[src/rtl/rst_cause_pkg.sv]
package rst_cause_pkg;

    localparam int unsigned REG_W     = 8;
    localparam int unsigned NUM_SRC   = 3;
    localparam int unsigned SYNC_LEN  = 2;

    localparam int unsigned BIT_PIN   = 4;
    localparam int unsigned BIT_WD    = 2;
    localparam int unsigned BIT_LV    = 1;

    localparam int unsigned IDX_LV    = 0;
    localparam int unsigned IDX_WD    = 1;
    localparam int unsigned IDX_PIN   = 2;

    localparam logic [REG_W-1:0] USED_MASK =
        REG_W'((1 << BIT_PIN) | (1 << BIT_WD) | (1 << BIT_LV));

    typedef struct packed {
        logic pin;
        logic wd;
        logic lv;
    } cause_t;

    localparam cause_t POR_CAUSE = '{pin: 1'b0, wd: 1'b0, lv: 1'b1};

    function automatic cause_t cause_from_vec(input logic [NUM_SRC-1:0] v);
        cause_t c;
        c.lv  = v[IDX_LV];
        c.wd  = v[IDX_WD];
        c.pin = v[IDX_PIN];
        return c;
    endfunction

    function automatic cause_t cause_from_reg(input logic [REG_W-1:0] d);
        cause_t c;
        c.lv  = d[BIT_LV];
        c.wd  = d[BIT_WD];
        c.pin = d[BIT_PIN];
        return c;
    endfunction

    function automatic logic [REG_W-1:0] cause_to_reg(input cause_t c,
                                                      input logic lv_ok,
                                                      input logic pin_ok);
        logic [REG_W-1:0] r;
        r          = '0;
        r[BIT_LV]  = c.lv & lv_ok;
        r[BIT_WD]  = c.wd;
        r[BIT_PIN] = c.pin & pin_ok;
        return r;
    endfunction

endpackage

[src/rtl/rst_cause_sync.sv]
module rst_cause_sync #(
    parameter int unsigned STAGES = 2
) (
    input  logic clk,
    input  logic rst,
    input  logic raw,
    output logic rise
);
    localparam int unsigned LAST = STAGES - 1;

    logic [STAGES-1:0] chain;
    logic              prev;

    genvar g;
    generate
        for (g = 0; g < STAGES; g++) begin : g_stage
            if (g == 0) begin : g_first
                always_ff @(posedge clk) begin
                    if (rst) chain[g] <= 1'b0;
                    else     chain[g] <= raw;
                end
            end else begin : g_next
                always_ff @(posedge clk) begin
                    if (rst) chain[g] <= 1'b0;
                    else     chain[g] <= chain[g-1];
                end
            end
        end
    endgenerate

    always_ff @(posedge clk) begin
        if (rst) prev <= 1'b0;
        else     prev <= chain[LAST];
    end

    assign rise = chain[LAST] & ~prev;

    // one captured pulse per rising level
    a_r10_single_pulse: assert property (@(posedge clk) disable iff (rst)
        rise |=> !rise);

endmodule

[src/rtl/rst_cause_flags.sv]
module rst_cause_flags
    import rst_cause_pkg::*;
(
    input  logic   clk,
    input  logic   rst,
    input  cause_t evt,
    input  logic   wr_en,
    input  cause_t wr_keep,
    output cause_t flags
);
    cause_t flags_q;
    cause_t flags_d;

    always_comb begin
        flags_d = flags_q;
        if (evt.lv) begin
            flags_d = POR_CAUSE;
        end else begin
            if (wr_en) flags_d = flags_q & wr_keep;
            if (evt.wd)  flags_d.wd  = 1'b1;
            if (evt.pin) flags_d.pin = 1'b1;
        end
    end

    always_ff @(posedge clk) begin
        if (rst) flags_q <= POR_CAUSE;
        else     flags_q <= flags_d;
    end

    assign flags = flags_q;

    a_r2_lv_wipes: assert property (@(posedge clk) disable iff (rst)
        evt.lv |=> (flags.lv && !flags.wd && !flags.pin));

    a_r3_wd_sets: assert property (@(posedge clk) disable iff (rst)
        (evt.wd && !evt.lv) |=> flags.wd);

    a_r3_lv_kept: assert property (@(posedge clk) disable iff (rst)
        (!evt.lv && !wr_en) |=> $stable(flags.lv));

    a_r4_one_never_sets: assert property (@(posedge clk) disable iff (rst)
        $rose(flags.wd) |-> $past(evt.wd));

    a_r8_event_beats_clear: assert property (@(posedge clk) disable iff (rst)
        (evt.pin && !evt.lv && wr_en) |=> flags.pin);

endmodule

[src/rtl/rst_cause_rdmux.sv]
module rst_cause_rdmux
    import rst_cause_pkg::*;
(
    input  cause_t           flags,
    input  logic             lv_ok,
    input  logic             pin_ok,
    input  logic             sel,
    output logic [REG_W-1:0] rdata
);
    assign rdata = sel ? cause_to_reg(flags, lv_ok, pin_ok) : '0;

    always_comb begin
        // unused positions never carry a one
        a_r5_unused_zero: assert ((rdata & ~USED_MASK) == '0);
        // an invalid flag is hidden
        a_r6_lv_hidden: assert (lv_ok || !rdata[BIT_LV]);
    end

endmodule

[src/rtl/rst_cause_reg.sv]
module rst_cause_reg
    import rst_cause_pkg::*;
(
    input  logic             clk,
    input  logic             por_rst,
    input  logic             lv_req,
    input  logic             wd_req,
    input  logic             pin_req,
    input  logic             lv_off,
    input  logic             pin_gpio,
    input  logic             reg_sel,
    input  logic             reg_we,
    input  logic [REG_W-1:0] reg_wdata,
    output logic [REG_W-1:0] reg_rdata
);
    logic [NUM_SRC-1:0] raw_vec;
    logic [NUM_SRC-1:0] rise_vec;
    logic [NUM_SRC-1:0] ok_vec;
    cause_t             evt;
    cause_t             flags;
    logic               wr_en;

    assign raw_vec[IDX_LV]  = lv_req;
    assign raw_vec[IDX_WD]  = wd_req;
    assign raw_vec[IDX_PIN] = pin_req;

    assign ok_vec[IDX_LV]   = ~lv_off;
    assign ok_vec[IDX_WD]   = 1'b1;
    assign ok_vec[IDX_PIN]  = ~pin_gpio;

    genvar s;
    generate
        for (s = 0; s < NUM_SRC; s++) begin : g_src
            rst_cause_sync #(.STAGES(SYNC_LEN)) u_sync (
                .clk  (clk),
                .rst  (por_rst),
                .raw  (raw_vec[s]),
                .rise (rise_vec[s])
            );
        end
    endgenerate

    assign evt   = cause_from_vec(rise_vec & ok_vec);
    assign wr_en = reg_sel & reg_we;

    rst_cause_flags u_flags (
        .clk     (clk),
        .rst     (por_rst),
        .evt     (evt),
        .wr_en   (wr_en),
        .wr_keep (cause_from_reg(reg_wdata)),
        .flags   (flags)
    );

    rst_cause_rdmux u_rd (
        .flags  (flags),
        .lv_ok  (ok_vec[IDX_LV]),
        .pin_ok (ok_vec[IDX_PIN]),
        .sel    (reg_sel),
        .rdata  (reg_rdata)
    );

    // a disabled detector leaves the pin and watchdog flags alone
    a_r7_off_lv_no_wipe: assert property (@(posedge clk) disable iff (por_rst)
        (lv_off && !rise_vec[IDX_WD] && !rise_vec[IDX_PIN] && !wr_en) |=> $stable(flags));

    // no select, no change from the port
    a_r11_unselected_idle: assert property (@(posedge clk) disable iff (por_rst)
        (!reg_sel && rise_vec == '0) |=> $stable(flags));

endmodule

[config.mk]
export PLATFORM = sky130hd
export DESIGN_NAME = rst_cause_reg
export DESIGN_NICKNAME = d
export VERILOG_FILES = /design/src/rtl/rst_cause_pkg.sv /design/src/rtl/rst_cause_sync.sv /design/src/rtl/rst_cause_flags.sv /design/src/rtl/rst_cause_rdmux.sv /design/src/rtl/rst_cause_reg.sv
export SDC_FILE = /design/constraint.sdc
export NUM_CORES = 1
export LEC_CHECK = 0
export BUFFER_PORTS_ARGS = -buffer_cell sky130_fd_sc_hd__clkbuf_2
export CAP_MARGIN = 20
export CORE_AREA = 2 2 39 41
export CTS_BUF_LIST = sky130_fd_sc_hd__clkbuf_8 sky130_fd_sc_hd__clkbuf_16
export DETAILED_ROUTE_END_ITERATION = 8
export DIE_AREA = 0 0 41 43
export MAX_ROUTING_LAYER = met4
export PLACE_DENSITY = 0.76
export RECOVER_POWER = 50
export SYNTH_ARGS = -nofsm -noshare
export SYNTH_HDL_FRONTEND = slang
export SYNTH_HIERARCHICAL = 1
export SYNTH_SLANG_ARGS = --single-unit
[constraint.sdc]
create_clock -name clk -period 1.39 [get_ports clk]
set_input_delay 0.2085 -clock clk [delete_from_list [all_inputs] [get_ports clk]]
set_output_delay 0.2085 -clock clk [all_outputs]
set_load 0.03 [all_outputs]
==> flow_results.org, run 1 <==
** Final layout
- Summing all multi-input logic gate instances after layout gives 203 um2.
- Storage cell area :: 240 um2
- Synth-to-Final Area Change :: 25.7%
- After the last flow step, the layout net total stands at 81.
- The filler cells instantiated in the layout total 154.
- The post-route netlist has 36.5% of its cells at a drive strength greater than 1.
- 0 antenna diodes ended up in the layout.

** Floorplanning
- Die area :: 1760 um2
- Top Ports :: 25
- Die width :: 41 um
- Overall die height :: 43 um
- Number of rows created at floorplan :: 14
- Starting Density :: 34.2%
- Core outline area :: 1380 um2

** CTS
- Clock Sink Count :: 12
- The number of hold buffers added after CTS was 0.
- CTS H-Tree Depth :: 1
- Clock-pin slew on the worst setup and hold paths :: 0.05 ns
- TritonCTS Buffers :: 3
- Once the clock tree was built, the setup fixing pass inserted 0 buffers.
- TritonCTS built the clock tree.
- Worst skew pair latency :: 0.24 ns
- The tree is rooted in a sky130_fd_sc_hd__clkbuf_8.
- Max Buffers Root-to-Sink :: 2
- Count of cells resized by post-cts repair :: 0

** Critical path
- CP max-delay cell :: sky130_fd_sc_hd__dfxtp_1
- Along the worst path, the maximum fanout reaches 2.
- The largest single stage delay on the critical path is 0.32 ns.
- Reg-to-reg critical path startpoint :: g_src[2].u_sync/chain[1]
- Setup slack of the worst register-to-register path :: 0.36 ns
- Crit path from :: u_flags/flags[0]
- For the worst flop-to-flop path, the logic depth is 4.
- Critical Path AT :: 0.90 ns
- STA classifies the critical path endpoint as a primary output.
- The number of buffers and inverters on the critical path is 1.
- Cell-by-cell trace of the critical path :: and3_1 -> clkbuf_2
- Launching element type of the critical path :: flip-flop
- CP Capture Point :: reg_rdata[1]
- Data on the critical path is required at its endpoint by 1.18 ns.
- Reg-to-reg critical path endpoint :: u_flags/flags[2]
- Critical path type :: reg -> out
- Family of cells with the greatest summed delay on the critical path :: flip-flops
- Total number of cells along the worst setup path :: 2

** Timing
- Tcrit/Tclk final :: 79.9%
- After routing, the total negative slack on setup checks comes to 0 ns.
- Final count of pins violating max slew :: 0
- Transition at the pin with the smallest max-transition slack :: 0.546 ns
- On the final layout, the worst clock skew is 0.000459 ns.
- The final-report hold violation count is 0.
- Maximum operating frequency :: 901 MHz
- Setup violations remaining at the end of the flow were counted as 0.
- Worst relative slew slack :: 63.6%
- Setup repair after global routing missed its margin :: no
- Fin crit period :: 1.11 ns
- PnR worst setup slack :: 0.280 ns

** Synthesis
- Synthesis produced 46 cells.
- Summing every instance area after synthesis gives 473 um2.
- The netlist uses 14 different library cells.
- After synthesis the netlist holds a flip-flop and latch count of 12.
- Per-instance average area after synthesis :: 10.3 um2
- Yosys printed 6 warnings.
- The share of the Yosys chip area taken by registers is 50.8%.

** Global routing
- Wire length of the first global-routing pass :: 1.17 mm
- Number of antenna violations at the first check in global routing :: 0
- Overflow after GRT :: 0
- Global-route usage over all layers :: 10.8%
- Entering global routing, the biggest net connects 13 pins.
- Vias in the first global route :: 297

** Route
- After detailed routing, the number of remaining DRC violations is 0.
- DR pass1 iterations :: 2
- In this run, the number of DRC markers left after iteration 0 of detailed routing was 2.
- After detailed routing, the number of vias per cell comes to 4.16.
- The count of nets left with antenna violations once routing finished came out at 0.
- Vias :: 329
- Wires add up to 730 um.
- In the final routed layout, each cell accounts on average for 9.24 um.

** Power
- The analysis attributes to cell leakage a power of 0.276 nW.
- Worst VDD drop :: 0.481 mV
- Power Dens Cells :: 1360 nW/um2

** Placement
- Placer's final routability congestion estimate :: 0.584
- Setup Slack @ Placement :: 0.383 ns
- Count of buffers inserted at the top-level ports :: 14
- Detailed placer's ending HPWL :: 552 um

** Min path
- Path category of the worst min-delay check :: in -> reg

** Outcome
- Status :: finished, final reports clean

** Job
- The tool flagged a number of max-cap violations equal to 0.
## report_power, final
group | internal (mW) | switching, mW
logic | 0.0290 | 0.0449
clock network | 0.249 | 0.119
registers | 0.359 | 0.00447
## cells by family after synthesis
group | count (synthesis) | share of synthesized area (%)
simple gates | 25 | 37.0
buf+inv | 7 | 9.53
compound gates | 1 | 1.85
flops | 12 | 50.8
other cells | 1 | 0.793
## area by class of cell
cell class / count / share of cell area (%)
inverter: 2 / 1.26
tap: 16 / 3.37
clock buffer: 4 / 9.26
timing repair buffer: 14 / 11.6
sequential: 12 / 40.4
multi-input combinational: 31 / 34.1
## state kept, by name, summed over array words and instances (netlist names)
name	count
g_src.u_sync/chain	6
g_src.u_sync/prev	3
u_flags/flags	3
## synth_stat cells
library cell | number | share of area (%)
sky130_fd_sc_hd__dfxtp_1 | 12 | 51
sky130_fd_sc_hd__and2_2 | 1 | 1.6
sky130_fd_sc_hd__buf_4 | 5 | 7.9
sky130_fd_sc_hd__nand2b_1 | 1 | 1.3
sky130_fd_sc_hd__a211o_1 | 1 | 1.9
sky130_fd_sc_hd__and3_1 | 2 | 2.6
sky130_fd_sc_hd__nor4_2 | 2 | 5.3
sky130_fd_sc_hd__nor2_1 | 2 | 1.6
sky130_fd_sc_hd__nor2b_1 | 11 | 15
sky130_fd_sc_hd__and2_1 | 1 | 1.3
sky130_fd_sc_hd__nor2b_2 | 3 | 5.6
sky130_fd_sc_hd__inv_1 | 2 | 1.6
sky130_fd_sc_hd__conb_1 | 1 | 0.79
sky130_fd_sc_hd__nor3b_1 | 2 | 3.2
## how the worst min path moves through the flow
stage | depth (start not counted) | end | start
4_1_cts | 2 | g_src[0].u_sync/chain[0] | lv_req
3_5_place_dp | 2 | g_src[0].u_sync/chain[0] | lv_req
2_1_floorplan | 1 | u_flags/flags[1] | por_rst
5_1_grt | 2 | g_src[1].u_sync/chain[0] | wd_req
6_report | 2 | g_src[0].u_sync/chain[0] | lv_req
3_3_place_gp | 2 | g_src[2].u_sync/chain[0] | pin_req
## metrics by stage
stage	utilization, %	area, um2	hold slack, ns	power (mW)	instances
3_5_place_dp	39.1	541	0.422	0.445	75
5_1_grt	42.9	594	0.184	0.842	79
2_1_floorplan	-	488	0.280	0.428	50
3_3_place_gp	39.1	541	0.416	0.442	75
4_1_cts	43.0	596	0.170	0.825	79
6_report	42.9	594	0.177	0.806	79
## layout by cell type (no fill, tap or decap), drive strengths merged
master,n
a211o,1
and2,2
and3,2
clkbuf,18
conb,5
dfxtp,12
inv,2
nand2b,1
nor2,2
nor2b,14
nor3b,2
nor4,2
## routing by layer
layer / global-route usage (%) / up-vias / share of wire, %
li1: - / 169 / -
met1: 10.3 / 147 / 39
met2: 15.6 / 13 / 52
met3: 4.19 / 0 / 9.0
met4: 10.0 / 0 / 0
met5: - / - / 0
Power figures use the tool's default switching activity.
==> inputs of run 2 (changes only) <==
- PLACE_DENSITY: 0.76 -> 0.78
- clock period: 1.39 -> 1 ns (I/O delays scaled with it)
==> run 2 against run 1 <==
Net effect:
- clock skew rose by 0.0016 ns
- worst setup slack worse by 0.28 ns
- die area unchanged
- flip-flop and latch count unchanged
- total power is 42% higher
- sequential power grew 40%
- combinational power rose by 65%
- first-iteration DRC count decreased by 50%
- clock-buffer cell count unchanged
- critical path depth is the same
- final cell count unchanged
- critical endpoint unchanged
- largest cell class unchanged
==> flow_results.org, run 2 (synthesis gave the netlist of run 1 again) <==
** Timing
- Setup repair after global routing missed its margin :: yes
- The actual transition at the worst max-transition pin is 0.525 ns (-0.0213 ns).
- Total negative setup slack :: 0 ns (unchanged)
- The number of endpoints failing setup at the final stage is 0 (unchanged).
- Fin crit period :: 0.999 ns
- Tcrit/Tclk final :: 99.9%
- Final count of pins violating max slew :: 0 (unchanged)
- Maximum operating frequency :: 1000 MHz
- Maximum clock skew at final layout :: 0.00209 ns (+0.00163 ns)
- Worst relative slew slack :: 65.0% (+1.4 points)
- Hold Worst Slack :: 0.122 ns (-0.0548 ns)
- The final-report hold violation count was 0 (unchanged).

** Critical path
- The largest fanout of any net on the critical path was 2 (unchanged).
- The critical path required time was 0.85 ns (-0.33 ns).
- The worst setup path is of the reg -> out kind.
- Critical Path End Type :: primary output
- The worst setup path is launched from a flip-flop.
- The data arrival at the endpoint of the critical path came to 0.85 ns (-0.05 ns).

** Route
- Total routed wirelength :: 690 um (-5.5%)
- Vias :: 333 (+1.2%)
- The per-cell via count in the routed design is 4.22 (+1.2%).
- Drc violations :: 0 (unchanged)
- The DRC violation total after the first TritonRoute iteration was 1 (-1).
- Per-cell routed wire length :: 8.73 um (-5.5%)
- The number of routed nets with antenna violations came to 0 (unchanged).
- DR pass1 iterations :: 2 (unchanged)

** CTS
- The H-tree depth is 1 (unchanged).
- The total clock buffers created by CTS came to 3 (unchanged).
- The clock sink total was 12 (unchanged).
- The clock transition at the registers of the reported paths is 0.05 ns (about the same).
- Clock tree synthesis selected as its root buffer the cell sky130_fd_sc_hd__clkbuf_8.
- Post-CTS setup buffers :: 0 (unchanged)
- The largest buffer count on any clock path is 2 (unchanged).
- Worst skew pair latency :: 0.24 ns (about the same)
- CTS tree :: built

** Global routing
- The fraction of met3 tracks used by global routing is 4.71% (+0.52 points).
- Wire length of the first global-routing pass :: 1.14 mm (-3.0%)
- The overflow left after global routing came to 0 (unchanged).
- The largest net degree at the start of global routing is 13 (unchanged).
- Most heavily used metal layer in global routing :: met2
- GR met1 Demand/Resource :: 11.5% (+1.2 points)
- The number of global-route vias before repair is 303 (+2.0%).
- The overall fraction of global-route tracks in use is 10.3% (-0.55 points).
- Met2 track demand over resource :: 13.4% (-2.2 points)
- Number of antenna violations at the first check in global routing :: 0 (unchanged)

** Floorplanning
- Die area :: 1760 um2 (unchanged)
- Die width :: 41 um (unchanged)
- Number of rows created at floorplan :: 14 (unchanged)
- The initial core utilization came to 34.2% (unchanged).
- Top Ports :: 25 (unchanged)
- Overall die height :: 43 um (unchanged)
- Core outline area :: 1380 um2 (unchanged)

** Power
- Worst VDD drop :: 0.793 mV (+65%)
- Power Dens Cells :: 1720 nW/um2 (+27%)
- Cell leakage power :: 0.289 nW (+4.4%)

** Final layout
- The count of nets after finishing came to 81 (unchanged).
- The number of antenna diodes came to 0 (unchanged).
- Highest-count cells in the layout ignoring fill and taps :: 10 x sky130_fd_sc_hd__clkbuf_2, 9 x sky130_fd_sc_hd__nor2b_1, 8 x sky130_fd_sc_hd__dfxtp_1
- Max FFs per register :: 6 (unchanged)
- Leading cell type in the layout, fill and taps excluded :: sky130_fd_sc_hd__clkbuf_2
- The register with the most flip-flops in the final layout is g_src.u_sync/chain.
- Synth-to-Final Area Change :: 40.7%
- The fraction of final layout cells sized beyond drive strength 1 is 50.8% (+14 points).

** Outcome
- The flow ran to the end, and the final reports show no timing, DRC or antenna violations.

** Placement
- Count of buffers inserted at the top-level ports :: 14 (unchanged)
- The final weighted congestion in routability-driven placement came to 0.629 (+7.7%).

** Min path
- The path class of the tightest hold or removal check is in -> reg.

** Job
- The number of maximum-capacitance violations was 0 (unchanged).
-- run 2: worst paths after layout --
path | from | slack (ns) | endpoint | cells past startpoint
min reg2reg | g_src[1].u_sync/chain[0] | 0.43 | g_src[1].u_sync/chain[1] | 1
max | u_flags/flags[0] | 0.0008 | reg_rdata[1] | 2
min | wd_req | 0.12 | g_src[1].u_sync/chain[0] | 2
max reg2reg | g_src[0].u_sync/chain[1] | 0.06 | u_flags/flags[0] | 3
-- run 2: layout make-up --
type / count / area [um2]
repair buffers: 14 / 98.8
flip-flops and latches: 12 / 245
fillers: 138 / 718
multi-input cells: 31 / 239
inverters: 2 / 7.51
well taps: 16 / 20.0
clock buffers: 4 / 55.1
-- run 2: through the flow --
stage | setup slack [ns] | instance area, um2 | cells | utilization (%) | power, mW
global route | -0.0328 | 666 | 79 | 48.1 | 1.20
finish | 0.000812 | 666 | 79 | 48.1 | 1.15
global placement | 0.0363 | 541 | 75 | 39.1 | 0.615
CTS | -0.0288 | 638 | 79 | 46.1 | 1.15
floorplan | 0.0676 | 488 | 50 | - | 0.595
detailed placement | 0.00557 | 541 | 75 | 39.1 | 0.617
-- run 2: routing by layer --
metal	share of wire [%]	wire length [um]
met1	46	316
met2	44	307
met3	8.8	61
met4	0.72	5
met5	0	0
-- run 2: worst max-delay path, cell delays in order, from the launching register on --
cell	delay, ns
sky130_fd_sc_hd__dfxtp_2	0.32
sky130_fd_sc_hd__and3_4	0.18
sky130_fd_sc_hd__buf_8	0.11
-- run 2: power breakdown --
part,leakage [nW],total (mW),switching (mW),internal [mW]
Sequential,0.0995,0.507,0.00691,0.500
Clock,0.0288,0.516,0.169,0.347
Combinational,0.160,0.122,0.0669,0.0554
-- run 2: timing repair --
action | 4_1_cts | 5_1_grt
endpoints found under the setup margin | 4 | 5
resized for setup | 12 | 10
hold buffers | 0 | 0
pin swaps | 1 | 2
